--- config.mk ---
export PLATFORM = sky130hd
export DESIGN_NAME = deadband_gen
export DESIGN_NICKNAME = d
export VERILOG_FILES = /design/src/rtl/db_pkg.sv /design/src/rtl/db_ctrl_reg.sv /design/src/rtl/db_ref_track.sv /design/src/rtl/db_phase_fsm.sv /design/src/rtl/deadband_gen.sv
export SDC_FILE = /design/constraint.sdc
export NUM_CORES = 1
export LEC_CHECK = 0
export ABC_CLOCK_PERIOD_IN_PS = 2700
export BUFFER_PORTS_ARGS = -buffer_cell sky130_fd_sc_hd__clkbuf_2
export CORE_MARGIN = 2
export CORE_UTILIZATION = 45
export DETAILED_ROUTE_END_ITERATION = 12
export PLACE_DENSITY = 0.67
export SKIP_CTS_REPAIR_TIMING = 1
export SLEW_MARGIN = 20
export SYNTH_ARGS = -nofsm -noshare
export SYNTH_HDL_FRONTEND = slang
export SYNTH_HIERARCHICAL = 1
export SYNTH_SLANG_ARGS = --single-unit
--- constraint.sdc ---
create_clock -name clk -period 2.7 [get_ports clk]
set_input_delay 0.405 -clock clk [delete_from_list [all_inputs] [get_ports clk]]
set_output_delay 0.405 -clock clk [all_outputs]
set_load 0.005 [all_outputs]
--- src/rtl/db_pkg.sv ---
package db_pkg;

  localparam int unsigned CTRL_W = 3;

  // Bit order matters to firmware: [0] enable, [1] bit-bang select, [2] bit-bang level.
  typedef struct packed {
    logic bb_level;
    logic bb_sel;
    logic enable;
  } db_ctrl_t;

  typedef enum logic [1:0] {
    ST_OFF   = 2'b00,
    ST_GAP   = 2'b01,
    ST_DRIVE = 2'b10
  } db_state_e;

endpackage

--- src/rtl/db_ctrl_reg.sv ---
module db_ctrl_reg
  import db_pkg::*;
(
  input  logic              clk,
  input  logic              rst_n,
  input  logic              we_i,
  input  logic [CTRL_W-1:0] wdata_i,
  output db_ctrl_t          ctrl_o
);

  db_ctrl_t ctrl_q;
  db_ctrl_t ctrl_d;

  always_comb begin
    ctrl_d = ctrl_q;
    if (we_i) begin
      ctrl_d = db_ctrl_t'(wdata_i);
    end
  end

  always_ff @(posedge clk or negedge rst_n) begin
    if (!rst_n) begin
      ctrl_q <= '0;
    end else if (we_i) begin
      ctrl_q <= ctrl_d;
    end
  end

  assign ctrl_o = ctrl_q;

  // a strobed write is visible in the register on the next cycle
  p_write_lands_r2: assert property (@(posedge clk) disable iff (!rst_n)
    we_i |=> (ctrl_o == $past(wdata_i)));

  // without a strobe the register keeps its value
  p_hold_no_write_r2: assert property (@(posedge clk) disable iff (!rst_n)
    !we_i |=> $stable(ctrl_o));

endmodule

--- src/rtl/db_ref_track.sv ---
module db_ref_track (
  input  logic clk,
  input  logic rst_n,
  input  logic pin_ref_i,
  input  logic bb_sel_i,
  input  logic bb_level_i,
  output logic level_o,
  output logic edge_o
);

  logic ref_sel;
  logic level_q;
  logic level_d;

  always_comb begin
    ref_sel = bb_sel_i ? bb_level_i : pin_ref_i;
    level_d = ref_sel;
  end

  always_ff @(posedge clk or negedge rst_n) begin
    if (!rst_n) begin
      level_q <= 1'b0;
    end else begin
      level_q <= level_d;
    end
  end

  assign level_o = level_q;
  assign edge_o  = ref_sel ^ level_q;

  // a reported change flips the tracked level on the next cycle
  p_edge_flips_level_r4: assert property (@(posedge clk) disable iff (!rst_n)
    edge_o |=> (level_o != $past(level_o)));

  // with bit-bang held and its level unchanged, the pin cannot create a change
  p_pin_ignored_r10: assert property (@(posedge clk) disable iff (!rst_n)
    (bb_sel_i && $past(bb_sel_i) && (bb_level_i == $past(bb_level_i))) |-> !edge_o);

endmodule

--- src/rtl/db_phase_fsm.sv ---
module db_phase_fsm
  import db_pkg::*;
#(
  parameter int unsigned DT_W = 8
) (
  input  logic            clk,
  input  logic            rst_n,
  input  logic            enable_i,
  input  logic            edge_i,
  input  logic            level_i,
  input  logic [DT_W-1:0] dead_i,
  output logic            phi1_o,
  output logic            phi2_o
);

  localparam logic [DT_W-1:0] CNT_ONE  = DT_W'(1);
  localparam logic [DT_W-1:0] CNT_ZERO = '0;

  db_state_e       state_q, state_d;
  logic [DT_W-1:0] cnt_q, cnt_d;
  logic            phi1_q, phi1_d;
  logic            phi2_q, phi2_d;
  logic            cnt_done;

  assign cnt_done = (cnt_q == CNT_ZERO);

  always_comb begin
    state_d = state_q;
    cnt_d   = cnt_q;
    phi1_d  = phi1_q;
    phi2_d  = phi2_q;
    if (!enable_i) begin
      state_d = ST_OFF;
      cnt_d   = CNT_ZERO;
      phi1_d  = 1'b0;
      phi2_d  = 1'b0;
    end else begin
      unique case (state_q)
        ST_OFF: begin
          state_d = ST_GAP;
          cnt_d   = dead_i;
          phi1_d  = 1'b0;
          phi2_d  = 1'b0;
        end
        ST_GAP: begin
          if (edge_i) begin
            cnt_d = dead_i;
          end else if (cnt_done) begin
            state_d = ST_DRIVE;
            phi1_d  = level_i;
            phi2_d  = !level_i;
          end else begin
            cnt_d = cnt_q - CNT_ONE;
          end
        end
        ST_DRIVE: begin
          if (edge_i) begin
            state_d = ST_GAP;
            cnt_d   = dead_i;
            phi1_d  = 1'b0;
            phi2_d  = 1'b0;
          end
        end
        default: begin
          state_d = ST_OFF;
          cnt_d   = CNT_ZERO;
          phi1_d  = 1'b0;
          phi2_d  = 1'b0;
        end
      endcase
    end
  end

  always_ff @(posedge clk or negedge rst_n) begin
    if (!rst_n) begin
      state_q <= ST_OFF;
      cnt_q   <= '0;
      phi1_q  <= 1'b0;
      phi2_q  <= 1'b0;
    end else begin
      state_q <= state_d;
      cnt_q   <= cnt_d;
      phi1_q  <= phi1_d;
      phi2_q  <= phi2_d;
    end
  end

  assign phi1_o = phi1_q;
  assign phi2_o = phi2_q;

  // the phases never overlap
  p_no_overlap_r6: assert property (@(posedge clk) disable iff (!rst_n)
    !(phi1_o && phi2_o));

  // any seen reference change blanks both phases on the next cycle
  p_edge_blanks_r4: assert property (@(posedge clk) disable iff (!rst_n)
    (enable_i && edge_i) |=> (!phi1_o && !phi2_o));

  // disabling forces both phases low and clears the counter
  p_off_quiet_r8: assert property (@(posedge clk) disable iff (!rst_n)
    !enable_i |=> (!phi1_o && !phi2_o && (cnt_q == CNT_ZERO)));

  // phase one only while the tracked reference is high
  p_phi1_level_r3: assert property (@(posedge clk) disable iff (!rst_n)
    phi1_o |-> level_i);

  // phase two only while the tracked reference is low
  p_phi2_level_r5: assert property (@(posedge clk) disable iff (!rst_n)
    phi2_o |-> !level_i);

  // a phase rises only out of an expired gap with no fresh change
  p_rise_after_gap_r9: assert property (@(posedge clk) disable iff (!rst_n)
    ($rose(phi1_o) || $rose(phi2_o)) |->
      $past((state_q == ST_GAP) && cnt_done && !edge_i && enable_i));

endmodule

--- src/rtl/deadband_gen.sv ---
module deadband_gen
  import db_pkg::*;
#(
  parameter int unsigned DT_W = 8
) (
  input  logic              clk,
  input  logic              rst_n,
  input  logic              pwm_ref_i,
  input  logic              ctl_we_i,
  input  logic [CTRL_W-1:0] ctl_wdata_i,
  input  logic [DT_W-1:0]   dead_cycles_i,
  output logic              phi1_o,
  output logic              phi2_o
);

  db_ctrl_t ctrl;
  logic     ref_level;
  logic     ref_edge;

  db_ctrl_reg u_ctrl (
    .clk     (clk),
    .rst_n   (rst_n),
    .we_i    (ctl_we_i),
    .wdata_i (ctl_wdata_i),
    .ctrl_o  (ctrl)
  );

  db_ref_track u_ref (
    .clk        (clk),
    .rst_n      (rst_n),
    .pin_ref_i  (pwm_ref_i),
    .bb_sel_i   (ctrl.bb_sel),
    .bb_level_i (ctrl.bb_level),
    .level_o    (ref_level),
    .edge_o     (ref_edge)
  );

  db_phase_fsm #(
    .DT_W (DT_W)
  ) u_fsm (
    .clk      (clk),
    .rst_n    (rst_n),
    .enable_i (ctrl.enable),
    .edge_i   (ref_edge),
    .level_i  (ref_level),
    .dead_i   (dead_cycles_i),
    .phi1_o   (phi1_o),
    .phi2_o   (phi2_o)
  );

endmodule

### Yosys cells after proc, flatten, opt, wreduce, memory -nomap -nowiden

Cells that the tools add are included.

* bits in registers: 16
* input port bits: 15
* output and inout port bits: 2
* word-level logic and storage cells: 41

* $add $sub $neg: 1
* equal/unequal tests: 6
* multiplexer cells: 20
* bitwise operators: 1
* reductions and logical operators: 5

Operators with widths (count)
* 8-bit 2-to-1 mux: 4
* 8-bit one-hot mux with 3 select lines: 1
* 8-bit zero test: 1
* 1-bit 2-to-1 mux: 8
* 2-bit 2-to-1 mux: 4
* 8-bit by 1-bit subtractor with 8-bit output (second input constant): 1
* 3-bit inequality test (second input constant): 2
* 2-bit one-hot mux with 3 select lines: 1
* 4-bit inequality test (second input constant): 1
* 1-bit one-hot mux with 2 select lines: 2
* 3-bit by 2-bit inequality test with 1-bit output (second input constant): 1
* 3-bit AND reduction: 1
* 2-bit by 1-bit equality test with 1-bit output (second input constant): 1
* 2-bit equality test (second input constant): 1
* 2-bit zero test: 1
* 2-bit AND reduction: 1
* 1-bit zero test: 1
* 1-bit XOR: 1

### Depth between registers and ports, before layout

* depth after elaboration: 5
* gate-level depth with buffers: 7
* gate-level depth less buffers: 6

### By module

Netlist, hierarchy kept.

By module, submodules not included
* db_phase_fsm: instances 1, cells an instance 83, area each 772.0 um^2, sequential area each 300.3 um^2
* db_ctrl_reg: instances 1, cells an instance 6, area each 108.9 um^2, sequential area each 75.1 um^2
* db_ref_track: instances 1, cells an instance 3, area each 48.8 um^2, sequential area each 25.0 um^2

### Least setup slack after synthesis

Ideal clock, no wire load.

* path kind: reg2reg
* start point: register u_ctrl.ctrl_q (netlist bit u_ctrl/ctrl_o[1])
* end point: register u_fsm.cnt_q[1]
* setup time: 0.126 ns
* arrival time: 1.843 ns
* required time: 2.574 ns
* slack: 0.731 ns
* cell stages (with the launch flop): 7
* buffers on the path: 1
* clock period less this slack: 1.969 ns
* cells stage by stage: dfrtp_1 mux2_4 xor2_1 buf_2 and4bb_2 a31o_2 a221o_1

* longest elaborated chain between the ends: 5
* elaborated cells between the ends (all ways): 8
* classes of those cells: eq/ne (2); mux (4); bitwise (1); reduce/logical (1)

Ends and longest elaborated chain
* start, declared: line db_ctrl_reg.sv:11 `db_ctrl_t ctrl_q;`
* start signal, assigned: line db_ctrl_reg.sv:25 `ctrl_q <= ctrl_d;`
* 1-bit 2-to-1 mux (*): line db_ref_track.sv:16 `ref_sel = bb_sel_i ? bb_level_i : pin_ref_i;`
* named net u_ref.level_d: line db_ref_track.sv:13 `logic level_d;`
* 1-bit XOR (*): line db_ref_track.sv:29 `assign edge_o = ref_sel ^ level_q;`
* named net ref_edge: line deadband_gen.sv:18 `logic ref_edge;`
* 8-bit 2-to-1 mux: line db_phase_fsm.sv:46 `if (edge_i) begin`
* 8-bit one-hot mux with 3 select lines: line db_phase_fsm.sv:38 `unique case (state_q)`
* 8-bit 2-to-1 mux: line db_phase_fsm.sv:32 `if (!enable_i) begin`
* end signal, assigned: line db_phase_fsm.sv:82 `cnt_q <= cnt_d;`
* end, declared: line db_phase_fsm.sv:20 `logic [DT_W-1:0] cnt_q, cnt_d;`

Mark *: on every way through the listed nets, which the timed path passes. The rest lies on a longest branch.
A chain may end at the register's enable or synchronous reset.

### Worst setup path in the final report

Same ends and word-level chain as after synthesis.

==> summary by stage <==
Route
Dividing the detail-routed via count by the number of cells gives 5.71. The iteration count of the initial detailed-routing pass is 4. The detail-routed net length per standard cell is 13.6 um. After detailed routing, the number of remaining DRC violations is 0.

The final route contains 782 vias. The detailed router's first-iteration violation count is 21. The post-detailed-routing wire length is 1870 um. The antenna violation net count after detailed routing is 0.

Floorplanning
The die covers 0.00245 mm^2. The starting utilization of the core area is 47.4%. The placement row count is 16. The number of ports placed on the die boundary is 17.

The total core area is 0.00196 mm^2. The floorplan step set the die width to 49.5 um. Measured along the y axis, the die boundary spans 49.5 um.

Setup path
The number of cells on the worst reg-to-reg path is 5. The worst setup path is captured at a register. The number of buffers and inverters on the critical path is 0. STA puts the critical path data arrival time at 2.50 ns. The family of cells with the greatest summed delay on the critical path is compound AO/OA/AOI/OAI gates. The highest net fanout along the worst path is 11.

On the critical path, the stage with the largest delay is an instance of xor2_1. In this run the register-to-register setup slack is 0.36 ns. Traced cell by cell, the critical path runs through mux2_4 -> xor2_1 -> and4bb_2 -> a31o_2 -> a221o_1.

In this run the critical register-to-register path is captured at u_fsm/cnt_q[1]. The startpoint-to-endpoint class of the critical path is reg2reg. For the worst setup path, the data required time is 2.86 ns. The worst register-to-register path begins at u_ctrl/ctrl_o[1]. The biggest cell delay along the critical path is 0.55 ns.

The critical path startpoint category is a register.

STA
At the pin with the least slew margin, the transition time is 0.682 ns. The worst clock skew is 0.00474 ns. The final-report hold violation count is 0. The worst path uses 86.5% of the clock period. In the final timing run, aggregate negative setup slack is 0 ns. The minimum setup slack in the final design is 0.364 ns.

Setup repair after global routing left no endpoint under its margin. The worst-case hold slack is 0.0279 ns. Setup violations remaining at the end of the flow were counted as 0. The upper clock frequency limit is 0.428 GHz. The count of final max-slew check failures is 0.

Headroom to the max-slew limit came out at 54.4%. The final critical-path required period is 2.34 ns.

Cells and area
In the final design database the tool counted 128 nets. 0 antenna diodes ended up in the layout. The area growth from synthesis to layout is 14.5%. The post-layout utilization of the core is 54.3%. The fraction of final layout cells with drive strength greater than 1 is 29.1%. The fill cell instance count of the final layout is 192.

Pwr
The combinational fraction of design power is 42.2%. The clock network accounts for 13.9% of the total power. The proportion of total power due to net switching is 39.1%. The leakage dissipation is 0.472 nW. Sequential cells burn 43.9% of the power. IR analysis of the VDD net gives a maximum drop of 0.415 mV. The internal portion of the total power is 0.518 mW. Overall power consumption after layout is estimated at 0.851 mW. The power density of the placed cells is 799 mW/mm^2.

For this design the total switching power over the nets is 0.333 mW.

Synth
For this run, the leading register cell type out of synthesis is dfrtp_1. The unique cell type count in the Yosys netlist is 39. The average cell area after synthesis is 10.1 um^2.

The commonest cells after synthesis are dfrtp_1, a21oi_1, inv_1, nor2_1, nand2_1. The fraction of registers with async set or reset after synthesis is 100%. After synthesis the netlist holds a flip-flop and latch count of 16. The library cell with the highest instance count after synthesis is dfrtp_1. The fraction of the yosys area taken by sequential cells is 43.1%.

The number of enable flip-flop cells after synthesis is 0. Sorting the synthesized cells by area gives the leading types as dfrtp_1, a21oi_1, mux2_2, a41oi_1, xnor2_1. The area fraction of the dominant cell type after synthesis is 43.1%. Summing every instance area after synthesis gives 930 um^2. The yosys synthesis warning count is 6. The net count after synthesis is 108. The cell taking the most area after synthesis is dfrtp_1. The post-synthesis cell count is 92.

Clock tree
The clock slew seen by the registers of the worst setup and hold paths is 0.08 ns. The maximum count of clock buffers along a single path is 2. The H-tree depth reported by CTS is 1. TritonCTS built the clock tree. Clock tree synthesis found a total of 16 sinks. TritonCTS created 3 clock buffers. The tree is rooted in a clkbuf_4. The later pin in the worst-skew pair is clocked with a latency of 0.28 ns.

Placement
The sum of net half-perimeters after detailed placement is 1460 um. The number of I/O port buffers is 16. The congestion estimate from routability-driven global placement came to 0.861. Before CTS, the worst setup slack after placement is 0.324 ns.

Global routing
The largest net degree at the start of global routing is 17. The global routing usage summed across all routing layers is 18.1%. The total grt overflow is 0.

The via count of the first global-routing pass came to 756. The number of antenna violations at the first check in global routing is 0. The wire length of the first global-routing pass is 3350 um.

Status
The run finished with clean final reports.

Hold path
The type of the most critical hold path is in2async.

Flow run
The tool flagged a number of max-cap violations equal to 0.
[sequential cells by signal, summed over array words and instances, names as in the netlist]
name / cells
u_ref/level_o: 1
u_fsm/state_q: 2
u_fsm/phi1_o: 1
u_ctrl/ctrl_o: 3
u_fsm/phi2_o: 1
u_fsm/cnt_q: 8
[placed cells by master, fill, tap and decap left out, types with 2 or more instances in the layout]
cell type,synthesis,layout
clkbuf_2,0,16
dfrtp_1,16,16
a21oi_1,7,7
inv_1,6,6
nor2_1,6,6
nand2_1,5,5
o21ai_0,4,4
clkbuf_4,0,3
mux2_2,3,3
a41oi_1,3,3
o21ai_1,3,3
a22oi_1,3,3
xnor2_1,3,3
nor4_1,2,2
nor3b_1,2,2
o31ai_1,2,2
nand2b_1,2,2
and2_1,2,2
[kinds of logic (layout without fill, tap and decap cells)]
kind of cell | after synthesis | after routing | synth area share, %
compound gates | 31 | 31 | 22.7
xor+xnor | 4 | 4 | 3.77
fa+ha+maj | 1 | 1 | 1.35
buf+inv | 8 | 26 | 3.36
flops | 16 | 16 | 43.1
mux | 4 | 4 | 5.25
simple gates | 28 | 28 | 20.5
[final cells by class]
class / instances / area, um^2 / area share (%)
repair buffers: 17 / 87.6 / 8.23
well taps: 27 / 33.8 / 3.17
multi-input cells: 68 / 498 / 46.8
flip-flops and latches: 16 / 400 / 37.6
clock buffers: 3 / 22.5 / 2.12
inverters: 6 / 22.5 / 2.12
[stage by stage]
stage / instances / instance area [um^2]
5_1_grt: 137 / 1060
3_5_place_dp: 134 / 1040
2_1_floorplan: 92 / 930
6_report: 137 / 1060
3_3_place_gp: 134 / 1040
4_1_cts: 137 / 1060
[metal layers]
layer	up-vias	routed length (um)	part of all wire [%]	GRT usage, %
li1	385	-	-	-
met1	365	910	49	24.9
met2	30	801	43	26.1
met3	2	134	7.2	6.67
met4	0	21	1.1	6.48
met5	-	0	0	0
[power by group through the flow]
stage,Combinational (mW),Sequential (mW),Clock (mW)
after detailed placement,0.357,0.377,0
after global routing,0.397,0.385,0.140
after CTS,0.359,0.371,0.125
after global placement,0.355,0.376,0
after floorplan,0.289,0.353,0
final,0.359,0.373,0.119
[worst max-delay path by stage]
stage          depth (start not counted)              from  slack (ns)        endpoint
6_report                               5  u_ctrl/ctrl_o[1]        0.36  u_fsm/cnt_q[1]
5_1_grt                                6  u_ctrl/ctrl_o[1]        0.15  u_fsm/cnt_q[0]
4_1_cts                                5  u_ctrl/ctrl_o[1]        0.37  u_fsm/cnt_q[1]
3_5_place_dp                           6         pwm_ref_i        0.32  u_fsm/cnt_q[1]
3_3_place_gp                           6         pwm_ref_i        0.38  u_fsm/cnt_q[1]
2_1_floorplan                          6         pwm_ref_i        0.73  u_fsm/cnt_q[1]
(Power assumes the default switching activity.)
